===== config.mk =====
export PLATFORM = sky130hd
export DESIGN_NAME = prio_irq_ctrl
export DESIGN_NICKNAME = d
export VERILOG_FILES = /design/src/rtl/irq_pkg.sv /design/src/rtl/irq_rst_sync.sv /design/src/rtl/irq_src_bank.sv /design/src/rtl/irq_arbiter.sv /design/src/rtl/irq_level_ctrl.sv /design/src/rtl/prio_irq_ctrl.sv
export SDC_FILE = /design/constraint.sdc
export NUM_CORES = 1
export LEC_CHECK = 0
export BUFFER_PORTS_ARGS = -buffer_cell sky130_fd_sc_hd__buf_2
export CAP_MARGIN = 30
export CORE_MARGIN = 10
export CORE_UTILIZATION = 33
export DETAILED_ROUTE_END_ITERATION = 6
export GPL_TIMING_DRIVEN = 0
export SLEW_MARGIN = 20
export SYNTH_ARGS = -nofsm -noshare
export SYNTH_HDL_FRONTEND = slang
export SYNTH_HIERARCHICAL = 1
export SYNTH_SLANG_ARGS = --single-unit

===== constraint.sdc =====
create_clock -name clk -period 6.2 [get_ports clk]
set_input_delay 0.31 -clock clk [delete_from_list [all_inputs] [get_ports clk]]
set_output_delay 0.31 -clock clk [all_outputs]
set_load 0.05 [all_outputs]

===== src/rtl/irq_pkg.sv =====
package irq_pkg;
  localparam int DATA_W   = 32;
  localparam int ADDR_W   = 4;
  localparam int PRIO_W   = 3;
  localparam int LVL_W    = 4;
  localparam int VEC_W    = 8;
  localparam int VEC_BASE = 8;
  localparam int SLOT_W   = 4;
  localparam int SLOTS    = DATA_W / SLOT_W;

  localparam logic [ADDR_W-1:0] A_FLAG   = 4'd0;
  localparam logic [ADDR_W-1:0] A_FSET   = 4'd1;
  localparam logic [ADDR_W-1:0] A_EN     = 4'd2;
  localparam logic [ADDR_W-1:0] A_PRIO   = 4'd3;
  localparam logic [ADDR_W-1:0] A_CTRL   = 4'd8;
  localparam logic [ADDR_W-1:0] A_LVL    = 4'd9;
  localparam logic [ADDR_W-1:0] A_STAT   = 4'd10;

  typedef struct packed {
    logic [LVL_W-1:0] lvl;
    logic [VEC_W-1:0] vec;
  } irq_stat_t;
endpackage


===== src/rtl/irq_rst_sync.sv =====
module irq_rst_sync (
  input  logic clk,
  input  logic rst_n,
  output logic rst_n_sync
);
  logic [1:0] sync_q;

  always_ff @(posedge clk or negedge rst_n) begin
    if (!rst_n) sync_q <= 2'b00;
    else        sync_q <= {sync_q[0], 1'b1};
  end

  assign rst_n_sync = sync_q[1];
endmodule


===== src/rtl/irq_src_bank.sv =====
module irq_src_bank
  import irq_pkg::*;
#(
  parameter int NUM_SRC = 16
) (
  input  logic                            clk,
  input  logic                            rst_n,
  input  logic [NUM_SRC-1:0]              src_req,
  input  logic                            reg_we,
  input  logic [ADDR_W-1:0]               reg_addr,
  input  logic [DATA_W-1:0]               reg_wdata,
  output logic [NUM_SRC-1:0]              flags,
  output logic [NUM_SRC-1:0]              enables,
  output logic [NUM_SRC-1:0][PRIO_W-1:0]  prios
);
  logic wr_clr, wr_set, wr_en;

  assign wr_clr = reg_we && (reg_addr == A_FLAG);
  assign wr_set = reg_we && (reg_addr == A_FSET);
  assign wr_en  = reg_we && (reg_addr == A_EN);

  for (genvar k = 0; k < NUM_SRC; k++) begin : g_src
    localparam int WORD = k / SLOTS;
    localparam int LSB  = SLOT_W * (k % SLOTS);
    localparam logic [ADDR_W-1:0] PADDR = A_PRIO + ADDR_W'(WORD);

    logic              flag_d, flag_q;
    logic              en_d, en_q;
    logic [PRIO_W-1:0] prio_d, prio_q;
    logic              prio_ce;

    assign prio_ce = reg_we && (reg_addr == PADDR);

    always_comb begin
      flag_d = flag_q;
      if (wr_clr && reg_wdata[k]) flag_d = 1'b0;
      if ((wr_set && reg_wdata[k]) || src_req[k]) flag_d = 1'b1;
      en_d   = wr_en   ? reg_wdata[k] : en_q;
      prio_d = prio_ce ? reg_wdata[LSB +: PRIO_W] : prio_q;
    end

    always_ff @(posedge clk or negedge rst_n) begin
      if (!rst_n) begin
        flag_q <= 1'b0;
        en_q   <= 1'b0;
        prio_q <= '0;
      end else begin
        flag_q <= flag_d;
        en_q   <= en_d;
        prio_q <= prio_d;
      end
    end

    assign flags[k]   = flag_q;
    assign enables[k] = en_q;
    assign prios[k]   = prio_q;
  end
endmodule


===== src/rtl/irq_arbiter.sv =====
module irq_arbiter
  import irq_pkg::*;
#(
  parameter int NUM_SRC = 16,
  localparam int IDX_W = (NUM_SRC > 1) ? $clog2(NUM_SRC) : 1
) (
  input  logic [NUM_SRC-1:0]             flags,
  input  logic [NUM_SRC-1:0]             enables,
  input  logic [NUM_SRC-1:0][PRIO_W-1:0] prios,
  output logic                           found,
  output logic [IDX_W-1:0]               win_idx,
  output logic [PRIO_W-1:0]              win_prio
);
  logic [NUM_SRC-1:0] elig;

  assign elig = flags & enables;

  // Strict compare keeps the lowest index on ties and drops priority 0.
  always_comb begin
    found    = 1'b0;
    win_idx  = '0;
    win_prio = '0;
    for (int i = 0; i < NUM_SRC; i++) begin
      if (elig[i] && (prios[i] > win_prio)) begin
        found    = 1'b1;
        win_idx  = IDX_W'(i);
        win_prio = prios[i];
      end
    end
  end
endmodule


===== src/rtl/irq_level_ctrl.sv =====
module irq_level_ctrl
  import irq_pkg::*;
#(
  parameter int NUM_SRC = 16,
  localparam int IDX_W = (NUM_SRC > 1) ? $clog2(NUM_SRC) : 1
) (
  input  logic              clk,
  input  logic              rst_n,
  input  logic              found,
  input  logic [IDX_W-1:0]  win_idx,
  input  logic [PRIO_W-1:0] win_prio,
  input  logic              gie,
  input  logic              nest_dis,
  input  logic              ack,
  input  logic              ret,
  input  logic [LVL_W-1:0]  ret_lvl,
  input  logic              sw_lvl_we,
  input  logic [PRIO_W-1:0] sw_lvl,
  output logic              req,
  output irq_stat_t         stat,
  output logic [LVL_W-1:0]  cpu_lvl,
  output logic [LVL_W-1:0]  saved_lvl
);
  localparam logic [LVL_W-1:0] NEST_LVL = 4'd7;

  logic             req_d, req_q, take;
  irq_stat_t        stat_d, stat_q;
  logic [LVL_W-1:0] cpu_d, cpu_q, saved_d, saved_q, new_lvl;

  assign new_lvl = {1'b0, win_prio};
  assign take    = found && gie && (new_lvl > cpu_q);

  always_comb begin
    req_d   = take && !ack;
    stat_d  = stat_q;
    cpu_d   = cpu_q;
    saved_d = saved_q;
    if (take) begin
      stat_d.vec = VEC_W'(VEC_BASE) + VEC_W'(win_idx);
      stat_d.lvl = new_lvl;
    end
    if (ack) begin
      saved_d = cpu_q;
      cpu_d   = (nest_dis && (stat_q.lvl < NEST_LVL)) ? NEST_LVL : stat_q.lvl;
    end else if (ret) begin
      cpu_d = ret_lvl;
    end else if (sw_lvl_we) begin
      cpu_d = {cpu_q[LVL_W-1], sw_lvl};
    end
  end

  always_ff @(posedge clk or negedge rst_n) begin
    if (!rst_n) begin
      req_q   <= 1'b0;
      stat_q  <= '0;
      cpu_q   <= '0;
      saved_q <= '0;
    end else begin
      req_q   <= req_d;
      stat_q  <= stat_d;
      cpu_q   <= cpu_d;
      saved_q <= saved_d;
    end
  end

  assign req       = req_q;
  assign stat      = stat_q;
  assign cpu_lvl   = cpu_q;
  assign saved_lvl = saved_q;
endmodule


===== src/rtl/prio_irq_ctrl.sv =====
module prio_irq_ctrl
  import irq_pkg::*;
#(
  parameter int NUM_SRC = 16
) (
  input  logic               clk,
  input  logic               rst_n,
  input  logic [NUM_SRC-1:0] src_req,
  input  logic               reg_we,
  input  logic [3:0]         reg_addr,
  input  logic [31:0]        reg_wdata,
  output logic [31:0]        reg_rdata,
  output logic               irq_req,
  output logic [7:0]         irq_vec,
  output logic [3:0]         irq_lvl,
  input  logic               irq_ack,
  input  logic               irq_ret,
  input  logic [3:0]         ret_lvl,
  output logic [3:0]         cpu_lvl,
  output logic [3:0]         saved_lvl
);
  localparam int IDX_W  = (NUM_SRC > 1) ? $clog2(NUM_SRC) : 1;
  localparam int NUM_PR = (NUM_SRC + SLOTS - 1) / SLOTS;

  logic                           rst_n_s;
  logic [NUM_SRC-1:0]             flags, enables;
  logic [NUM_SRC-1:0][PRIO_W-1:0] prios;
  logic                           found;
  logic [IDX_W-1:0]               win_idx;
  logic [PRIO_W-1:0]              win_prio;
  irq_stat_t                      stat;
  logic                           gie_q, gie_d, nest_q, nest_d, ctrl_ce;
  logic [NUM_PR-1:0][DATA_W-1:0]  prio_words;

  irq_rst_sync u_rst (.clk(clk), .rst_n(rst_n), .rst_n_sync(rst_n_s));

  irq_src_bank #(.NUM_SRC(NUM_SRC)) u_bank (
    .clk(clk), .rst_n(rst_n_s), .src_req(src_req),
    .reg_we(reg_we), .reg_addr(reg_addr), .reg_wdata(reg_wdata),
    .flags(flags), .enables(enables), .prios(prios)
  );

  irq_arbiter #(.NUM_SRC(NUM_SRC)) u_arb (
    .flags(flags), .enables(enables), .prios(prios),
    .found(found), .win_idx(win_idx), .win_prio(win_prio)
  );

  irq_level_ctrl #(.NUM_SRC(NUM_SRC)) u_lvl (
    .clk(clk), .rst_n(rst_n_s), .found(found), .win_idx(win_idx),
    .win_prio(win_prio), .gie(gie_q), .nest_dis(nest_q),
    .ack(irq_ack), .ret(irq_ret), .ret_lvl(ret_lvl),
    .sw_lvl_we(reg_we && (reg_addr == A_LVL)), .sw_lvl(reg_wdata[PRIO_W-1:0]),
    .req(irq_req), .stat(stat), .cpu_lvl(cpu_lvl), .saved_lvl(saved_lvl)
  );

  // Control register
  assign ctrl_ce = reg_we && (reg_addr == A_CTRL);

  always_comb begin
    gie_d  = ctrl_ce ? reg_wdata[0] : gie_q;
    nest_d = ctrl_ce ? reg_wdata[1] : nest_q;
  end

  always_ff @(posedge clk or negedge rst_n_s) begin
    if (!rst_n_s) begin
      gie_q  <= 1'b0;
      nest_q <= 1'b0;
    end else begin
      gie_q  <= gie_d;
      nest_q <= nest_d;
    end
  end

  // Priority read-back words
  for (genvar w = 0; w < NUM_PR; w++) begin : g_pw
    for (genvar s = 0; s < SLOTS; s++) begin : g_slot
      if (w * SLOTS + s < NUM_SRC) begin : g_used
        assign prio_words[w][SLOT_W*s +: SLOT_W] = {1'b0, prios[w*SLOTS+s]};
      end else begin : g_empty
        assign prio_words[w][SLOT_W*s +: SLOT_W] = '0;
      end
    end
  end

  always_comb begin
    reg_rdata = '0;
    unique case (reg_addr)
      A_FLAG, A_FSET: reg_rdata = DATA_W'(flags);
      A_EN:           reg_rdata = DATA_W'(enables);
      A_CTRL:         reg_rdata = {30'd0, nest_q, gie_q};
      A_LVL:          reg_rdata = DATA_W'(cpu_lvl);
      A_STAT:         reg_rdata = DATA_W'(stat);
      default: begin
        for (int w = 0; w < NUM_PR; w++)
          if (reg_addr == A_PRIO + ADDR_W'(w)) reg_rdata = prio_words[w];
      end
    endcase
  end

  assign irq_vec = stat.vec;
  assign irq_lvl = stat.lvl;
endmodule


==> impl_metrics.env, run 1 <==
export IMPL_status="finished with violations"
export IMPL_failing_checks="setup timing"
export IMPL_period_share_pct=318
export IMPL_worst_ir_drop_vdd_mv=0.348
export IMPL_final_hold_violation_count=0
export IMPL_core_area_sq_mm=0.0228
export IMPL_finalWorstSetupSlack_ns=-13.53
export IMPL_cts_reportedPaths_clkPinSlew_ns=0.08
export IMPL_pin_count_of_the_biggest_net_entering_global_routing=52
export IMPL_max_freq_ghz=0.0507
export IMPL_path_category_of_the_worst_min_delay_check="input pin to register"
export IMPL_viasPerCell=5.61
export IMPL_critical_path_top_cell_by_count="sky130_fd_sc_hd__nor2_4"
export IMPL_yosys_cell_types_count=93
export IMPL_finalClockSkew_ns=0.00742
export IMPL_cts_root_buf="sky130_fd_sc_hd__clkbuf_16"
export IMPL_cts_buffer_depth=2
export IMPL_synth_area_top_cells="sky130_fd_sc_hd__dfrtp_1, sky130_fd_sc_hd__mux2_2, sky130_fd_sc_hd__buf_4"
export IMPL_number_of_antenna_violations_at_the_first_check_in_global_routing=2
export IMPL_critical_path_startpoint_type="register"
export IMPL_total_clock_buffers_created_by_cts=9
export IMPL_final_cells=1340
export IMPL_holdWs_ns=0.139
export IMPL_synthMostInstantiatedCell="sky130_fd_sc_hd__dfrtp_1"
export IMPL_clkLatencyLatePin_ns=0.36
export IMPL_globalRoute_totalOverflow=0
export IMPL_buffer_ports_inserted=101
export IMPL_critical_path_endpoint_type="register"
export IMPL_routed_via_count=7521
export IMPL_fillerInstances=2195
export IMPL_die_h_microns=173
export IMPL_drt_wl_total_microns=29200
export IMPL_drt_antenna_violating_nets=0
export IMPL_synthArstFlopShare_pct=100
export IMPL_post_synth_instance_area_sq_mm=0.00768
export IMPL_first_global_vias=7354
export IMPL_finalWeightedCongestion=0.930
export IMPL_iteration_count_of_the_initial_detailed_routing_pass=5
export IMPL_floorplan_die_area_sq_mm=0.0298
export IMPL_tritoncts_clock_tree="yes"
export IMPL_grt_usage_pct=18.6
export IMPL_path_buf_inv=5
export IMPL_grt_setup_unrepaired="yes"
export IMPL_commonest_cells_post_synth="sky130_fd_sc_hd__dfrtp_1, sky130_fd_sc_hd__mux2_2, sky130_fd_sc_hd__nor2_1"
export IMPL_worst_path_dominant_cell_family="compound AO/OA/AOI/OAI gates"
export IMPL_synth_enable_flop_cells=0
export IMPL_dominantRegCellSynth="sky130_fd_sc_hd__dfrtp_1"
export IMPL_yosysSeqAreaShare_pct=32.9
export IMPL_arrival_ns=19.98
export IMPL_clkSinkCount=101
export IMPL_syn_area_per_cell_sq_um=9.36
export IMPL_period_minus_slack_ns=19.73
export IMPL_critPathRequiredTime_ns=6.45
export IMPL_tightest_slew_ns=0.922
export IMPL_route_detailed_wl_per_inst_microns=21.8
export IMPL_cp_slowest_stage_delay_ns=0.48
export IMPL_crit_path_max_fanout=8
export IMPL_placement_rows=55
export IMPL_layout_nets=1105
export IMPL_dp_cell_count=1242
export IMPL_number_of_synthesized_register_bits=101
export IMPL_initial_core_util_pct=33.7
export IMPL_cp_slowest_cell="sky130_fd_sc_hd__or4_1"
export IMPL_report_final_setup_viol=9
export IMPL_drv_slew=0
export IMPL_dp_slack_ns=-14.69
export IMPL_wire_length_of_the_first_global_routing_pass_microns=43900
export IMPL_1st_iter_drt_viols=588
export IMPL_post_dp_hpwl_microns=21400
export IMPL_regToRegSetupSlack_ns=-13.53
export IMPL_num_io_pins=114
export IMPL_layout_drive_gt1_share_pct=44.4
export IMPL_max_slew_margin_pct=38.4
export IMPL_yosys_warnings=6
export IMPL_p_per_area_mw_per_mm2=626
export IMPL_cts_htree_levels=3
export IMPL_drcViolationCount=0
export IMPL_cap_viol_max_count=0
export IMPL_synth_area_leader_cell="sky130_fd_sc_hd__dfrtp_1"
export IMPL_synth_top_cell_area_share_pct=32.9
export IMPL_syn2layout_area_growth_pct=32.4
export IMPL_leakagePower_nw=4.43
export IMPL_worst_setup_path_type="register to register"
export IMPL_synthesized_instance_count=821
export IMPL_die_x_microns=173
==> layout make-up <==
type | count | area [sq um] | share of cell area (%)
antenna | 1 | 2.50 | 0.0246
buffer | 70 | 479 | 4.71
clock buffer | 10 | 229 | 2.25
clock inverter | 6 | 53.8 | 0.529
inverter | 32 | 125 | 1.23
multi-input combinational | 624 | 5200 | 51.1
sequential | 101 | 2530 | 24.9
tap | 313 | 392 | 3.85
timing repair buffer | 183 | 1160 | 11.4
==> cell usage in the layout, fill, tap and decap left out, types with 6 or more instances in the layout <==
cell and instances:
sky130_fd_sc_hd__inv_1 29, sky130_fd_sc_hd__buf_6 6, sky130_fd_sc_hd__buf_4 120, sky130_fd_sc_hd__and3_1 10, sky130_fd_sc_hd__nor2_4 11, sky130_fd_sc_hd__mux2_2 73
sky130_fd_sc_hd__a221o_1 19, sky130_fd_sc_hd__o211ai_1 7, sky130_fd_sc_hd__conb_1 9, sky130_fd_sc_hd__nand3_1 39, sky130_fd_sc_hd__mux2_4 10, sky130_fd_sc_hd__nand3b_1 12
sky130_fd_sc_hd__o221ai_1 7, sky130_fd_sc_hd__nor2_2 7, sky130_fd_sc_hd__o21ai_1 11, sky130_fd_sc_hd__nand2_1 49, sky130_fd_sc_hd__o21ai_0 23, sky130_fd_sc_hd__buf_2 117
sky130_fd_sc_hd__ha_4 11, sky130_fd_sc_hd__nor3_1 7, sky130_fd_sc_hd__mux2i_1 9, sky130_fd_sc_hd__a31oi_1 9, sky130_fd_sc_hd__nand2b_1 13, sky130_fd_sc_hd__nor2b_1 6
sky130_fd_sc_hd__a22oi_1 27, sky130_fd_sc_hd__clkbuf_16 9, sky130_fd_sc_hd__ha_1 10, sky130_fd_sc_hd__nor2_1 47, sky130_fd_sc_hd__a21oi_1 35, sky130_fd_sc_hd__clkbuf_1 7
sky130_fd_sc_hd__dfrtp_1 99, sky130_fd_sc_hd__and2_1 9
==> flip-flops by register name, summed over array words and instances (netlist names) <==
name	cells
u_bank/g_src.prio_q	48
u_bank/g_src.en_q	16
u_bank/g_src.flag_q	16
u_lvl/stat	8
u_lvl/cpu_lvl	4
u_lvl/saved_lvl	4
u_rst/sync_q	2
gie_q	1
nest_q	1
u_lvl/req	1
==> final timing paths <==
check / start / cells after the start / to
worst min register to register: u_rst/sync_q[0]$_DFF_PN0_ / 0 / u_rst/sync_q[1]$_DFF_PN0_
worst max-delay path: u_bank/g_src[0].flag_q$_DFFE_PN0P_ / 106 / u_lvl/stat[2]$_DFFE_PN0P_
min in group asynchronous: rst_n / 2 / u_rst/sync_q[1]$_DFF_PN0_
max in group asynchronous: u_rst/sync_q[1]$_DFF_PN0_ / 1 / u_bank/g_src[0].prio_q[1]$_DFFE_PN0P_
worst min-delay path: src_req[15] / 2 / u_bank/g_src[15].flag_q$_DFFE_PN0P_
worst max register to register: u_bank/g_src[0].flag_q$_DFFE_PN0P_ / 106 / u_lvl/stat[2]$_DFFE_PN0P_
==> what timing repair did <==
item / CTS / global route
buffers inserted: 69 / 11
pin swaps: 49 / 53
gates resized for setup: 44 / 28
hold buffers: 1 / 0
endpoints found under the setup margin: 9 / 9
hold endpoints to repair: 2 / 0
==> routing by layer <==
layer / up-vias / share of wire (%) / GRT usage, %
met5: - / 0.062 / 0
met4: 2 / 2.3 / 6.27
met3: 42 / 6.7 / 3.92
met2: 272 / 47 / 29.7
met1: 3746 / 44 / 24.4
li1: 3459 / - / -
==> where the power goes <==
part           internal (mW)  total, mW  switching (mW)
registers              0.802       1.03           0.231
clock network          0.282      0.577           0.295
logic                   2.45       4.75            2.31
total                   3.53       6.36            2.83
==> stage by stage <==
stage          setup TNS [ns]  power, mW  utilization (%)  cell area (sq um)
2_1_floorplan         -110.90       3.30                -               7980
6_report              -121.38       6.36             44.7              10200
3_5_place_dp          -131.80       3.99             39.1               8910
5_1_grt               -128.53       6.74             44.6              10200
3_3_place_gp          -130.22       3.94             39.0               8870
4_1_cts               -116.69       5.75             43.6               9940
==> kinds of logic (layout without fill, tap and decap cells) <==
kind of cell	count (synthesis)	in the layout	synth area share [%]
simple gates	271	271	18.9
fa+ha+maj	25	25	4.01
compound gates	226	226	22.8
flops	101	101	32.9
mux	93	93	13.5
other cells	3	10	0.147
buf+inv	102	301	7.70
Note: power is estimated with default switching activity, not from simulation.
==> inputs of run 2 (changes only) <==
Settings changed: SYNTH_HIERARCHICAL 1 to not set.
==> run 2 against run 1 <==
Via count decreased by 11%. Setup slack improved by 0.37 ns. Clock skew increased by 0.0042 ns. Routed wire length decreased by 14%. The flow still finishes with violations (setup timing). Clock power increased by 9.5%. Critical endpoint is now u_lvl.stat[1]$_DFFE_PN0P_. Synthesized cell count decreased by 13%. Die area decreased by 10%. Power decreased by 16%. Worst hold slack improved by 0.00094 ns. Non-clock buffer count decreased by 40. Sequential power about the same. Critical path depth increased by 4.
==> impl_metrics.env, run 2 <==
export IMPL_critical_path_startpoint_type="register"
export IMPL_synth_area_top_cells="sky130_fd_sc_hd__dfrtp_1, sky130_fd_sc_hd__mux2_2, sky130_fd_sc_hd__nand2_1"
export IMPL_synth_top_cell_area_share_pct=37.2
export IMPL_leakagePower_nw=4.04
export IMPL_critical_path_endpoint_type="register"
export IMPL_clkPwrFrac_pct=11.8
export IMPL_die_x_microns=163
export IMPL_registers_top_by_ff_count="u_bank.g_src.prio_q"
export IMPL_grt_use_met3_pct=2.62
export IMPL_power_internal_mw=3.04
export IMPL_commonest_cells_post_synth="sky130_fd_sc_hd__dfrtp_1, sky130_fd_sc_hd__nand2_1, sky130_fd_sc_hd__mux2_2"
export IMPL_worst_setup_path_type="register to register"
export IMPL_routed_via_count=6717
export IMPL_total_non_filler_cell_area_in_the_finished_layout_sq_mm=0.00919
export IMPL_core_area_sq_mm=0.0202
export IMPL_tritoncts_clock_tree="yes"
export IMPL_buffer_ports_inserted=101
export IMPL_die_h_microns=163
export IMPL_most_heavily_used_metal_layer_in_global_routing="met2"
export IMPL_initial_core_util_pct=33.6
export IMPL_syn2layout_area_growth_pct=35.3
export IMPL_p_per_area_mw_per_mm2=582
export IMPL_cp_slowest_stage_delay_ns=0.47
export IMPL_drt_wl_total_microns=25200
export IMPL_drv_slew=0
export IMPL_final_cell_mix="sky130_fd_sc_hd__buf_2, sky130_fd_sc_hd__dfrtp_1, sky130_fd_sc_hd__nand2_1, sky130_fd_sc_hd__buf_4, sky130_fd_sc_hd__mux2_2"
export IMPL_finalWeightedCongestion=0.937
export IMPL_dominantRegCellSynth="sky130_fd_sc_hd__dfrtp_1"
export IMPL_utilization_pct=45.4
export IMPL_drt_antenna_violating_nets=0
export IMPL_number_of_antenna_violations_at_the_first_check_in_global_routing=1
export IMPL_status="finished with violations"
export IMPL_layout_nets=995
export IMPL_period_share_pct=312
export IMPL_synth_enable_flop_cells=0
export IMPL_critical_path_top_cell_by_count="sky130_fd_sc_hd__ha_4"
export IMPL_synthesized_instance_count=711
export IMPL_period_minus_slack_ns=19.36
export IMPL_largest_register_ff_count=48
export IMPL_pin_count_of_the_biggest_net_entering_global_routing=45
export IMPL_clkSinkCount=101
export IMPL_worst_ir_drop_vdd_mv=0.250
export IMPL_swShare_pct=43.1
export IMPL_cts_buffer_depth=2
export IMPL_layout_drive_gt1_share_pct=41.7
export IMPL_share_comb_of_total_power_pct=69.0
export IMPL_report_final_setup_viol=9
export IMPL_first_global_vias=6586
export IMPL_placement_rows=52
export IMPL_finalClockSkew_ns=0.0116
export IMPL_yosys_warnings=0
export IMPL_number_of_synthesized_register_bits=101
export IMPL_final_hold_violation_count=0
export IMPL_critPathRequiredTime_ns=6.45
export IMPL_cp_slowest_cell="sky130_fd_sc_hd__dfrtp_2"
export IMPL_globalRoute_totalOverflow=0
export IMPL_floorplan_die_area_sq_mm=0.0267
export IMPL_syn_area_per_cell_sq_um=9.56
export IMPL_yosysSeqAreaShare_pct=37.2
export IMPL_finalWorstSetupSlack_ns=-13.16
export IMPL_fillerInstances=1880
export IMPL_post_dp_cell_area_sq_mm=0.00791
export IMPL_synth_area_leader_cell="sky130_fd_sc_hd__dfrtp_1"
export IMPL_cts_htree_levels=3
export IMPL_tightest_slew_ns=0.978
export IMPL_1st_iter_drt_viols=550
export IMPL_failing_checks="setup timing"
export IMPL_synthArstFlopShare_pct=100
export IMPL_post_synth_instance_area_sq_mm=0.00679
export IMPL_cap_viol_max_count=0
export IMPL_layout_commonest_cell="sky130_fd_sc_hd__buf_2"
export IMPL_synthMostInstantiatedCell="sky130_fd_sc_hd__dfrtp_1"
export IMPL_post_dp_hpwl_microns=18500
export IMPL_total_clock_buffers_created_by_cts=9
export IMPL_clkLatencyLatePin_ns=0.36
export IMPL_global_route_usage_met2_pct=30.8
export IMPL_iteration_count_of_the_initial_detailed_routing_pass=6
export IMPL_max_freq_ghz=0.0516
export IMPL_cts_reportedPaths_clkPinSlew_ns=0.08
export IMPL_crit_path_max_fanout=7
export IMPL_path_category_of_the_worst_min_delay_check="input pin to register"
export IMPL_p_sw_mw=2.30
export IMPL_cts_root_buf="sky130_fd_sc_hd__clkbuf_16"
export IMPL_num_io_pins=114
export IMPL_grt_setup_unrepaired="yes"
export IMPL_yosys_cell_types_count=81
export IMPL_gr_usage_met1_pct=22.6
export IMPL_max_slew_margin_pct=34.3
export IMPL_route_detailed_wl_per_inst_microns=21.2
export IMPL_drcViolationCount=0
export IMPL_viasPerCell=5.65
export IMPL_arrival_ns=19.61
export IMPL_biggestRegsByFlops="u_bank.g_src.prio_q: 48 flops, u_bank.g_src.en_q: 16 flops, u_bank.g_src.flag_q: 16 flops"
export IMPL_wire_length_of_the_first_global_routing_pass_microns=37600
export IMPL_grt_usage_pct=18.0
export IMPL_share_seq_of_total_power_pct=19.1
[run 2: path summary, 6_finish.rpt]
kind | from | endpoint | slack, ns | depth (start not counted)
worst max-delay path | u_bank.g_src[0].flag_q$_DFFE_PN0P_ | u_lvl.stat[1]$_DFFE_PN0P_ | -13.16 | 110
worst min-delay path | src_req[6] | u_bank.g_src[6].flag_q$_DFFE_PN0P_ | 0.14 | 2
worst max register to register | u_bank.g_src[0].flag_q$_DFFE_PN0P_ | u_lvl.stat[1]$_DFFE_PN0P_ | -13.16 | 110
worst min register to register | u_rst.sync_q[1]$_DFF_PN0_ | u_bank.g_src[1].en_q$_DFFE_PN0P_ | 0.22 | 0
max in group asynchronous | u_rst.sync_q[1]$_DFF_PN0_ | u_bank.g_src[13].prio_q[2]$_DFFE_PN0P_ | 5.44 | 1
min in group asynchronous | u_rst.sync_q[1]$_DFF_PN0_ | u_bank.g_src[1].en_q$_DFFE_PN0P_ | 0.22 | 0
[run 2: metal layers]
layer | part of all wire, % | wire length (microns)
met2 | 49 | 12400
met5 | 0 | 0
met1 | 41 | 10400
met4 | 3.1 | 782
met3 | 6.2 | 1570
[run 2: cells by family (layout without fill, tap and decap cells)]
group | count (synthesis) | after routing | share of synthesized area [%]
and+or+nand+nor | 235 | 235 | 17.0
AOI/OAI and AO/OA | 208 | 208 | 24.1
DFF | 101 | 101 | 37.2
buffers and inverters | 61 | 260 | 3.85
muxes | 78 | 78 | 13.1
other | 2 | 10 | 0.111
adders and majority gates | 26 | 26 | 4.64
[run 2: area by class of cell]
class / count / area (sq um) / area share (%)
Timing Repair Buffer: 183 / 1170 / 12.8
Buffer: 30 / 145 / 1.58
Sequential cell: 101 / 2530 / 27.6
Clock inverter: 6 / 93.8 / 1.02
Inverter: 31 / 116 / 1.27
Tap cell: 270 / 338 / 3.67
Antenna cell: 1 / 2.50 / 0.0272
Multi-Input combinational cell: 556 / 4560 / 49.6
Clock buffer: 10 / 229 / 2.49
[run 2: worst max-delay path, delay by kind of cell (launching register included)]
kind,cells,cell delay [ns]
simple gates,35,4.24
flops,1,0.47
mux,4,1.24
buf+inv,15,1.70
compound gates,38,6.73
fa+ha+maj,18,4.83
[run 2: timing repair]
item,in CTS,in global routing
hold buffers,1,0
setup buffers,64,14
endpoints found under the setup margin,9,9
pin swaps,49,52
gates resized for setup,36,35
hold endpoints to repair,2,0
cloned,0,0
[run 2: metrics by stage]
stage	hold WS, ns	total power [mW]	setup TNS (ns)	setup WS (ns)	instances
after CTS	0.131	4.85	-116.14	-12.96	1174
final	0.140	5.35	-117.91	-13.16	1188
after global routing	0.133	5.69	-125.66	-14.02	1188
after detailed placement	0.100	3.44	-128.10	-14.34	1093
after floorplan	0.0144	2.87	-110.31	-12.37	718
after global placement	0.0958	3.42	-127.96	-14.33	1089
[run 2: power groups by stage]
stage | Clock [mW] | Combinational [mW] | Sequential (mW)
floorplan | 0 | 1.80 | 1.07
global placement | 0 | 2.40 | 1.02
detailed placement | 0 | 2.43 | 1.02
CTS | 0.649 | 3.19 | 1.01
global route | 0.673 | 3.97 | 1.04
finish | 0.632 | 3.69 | 1.02
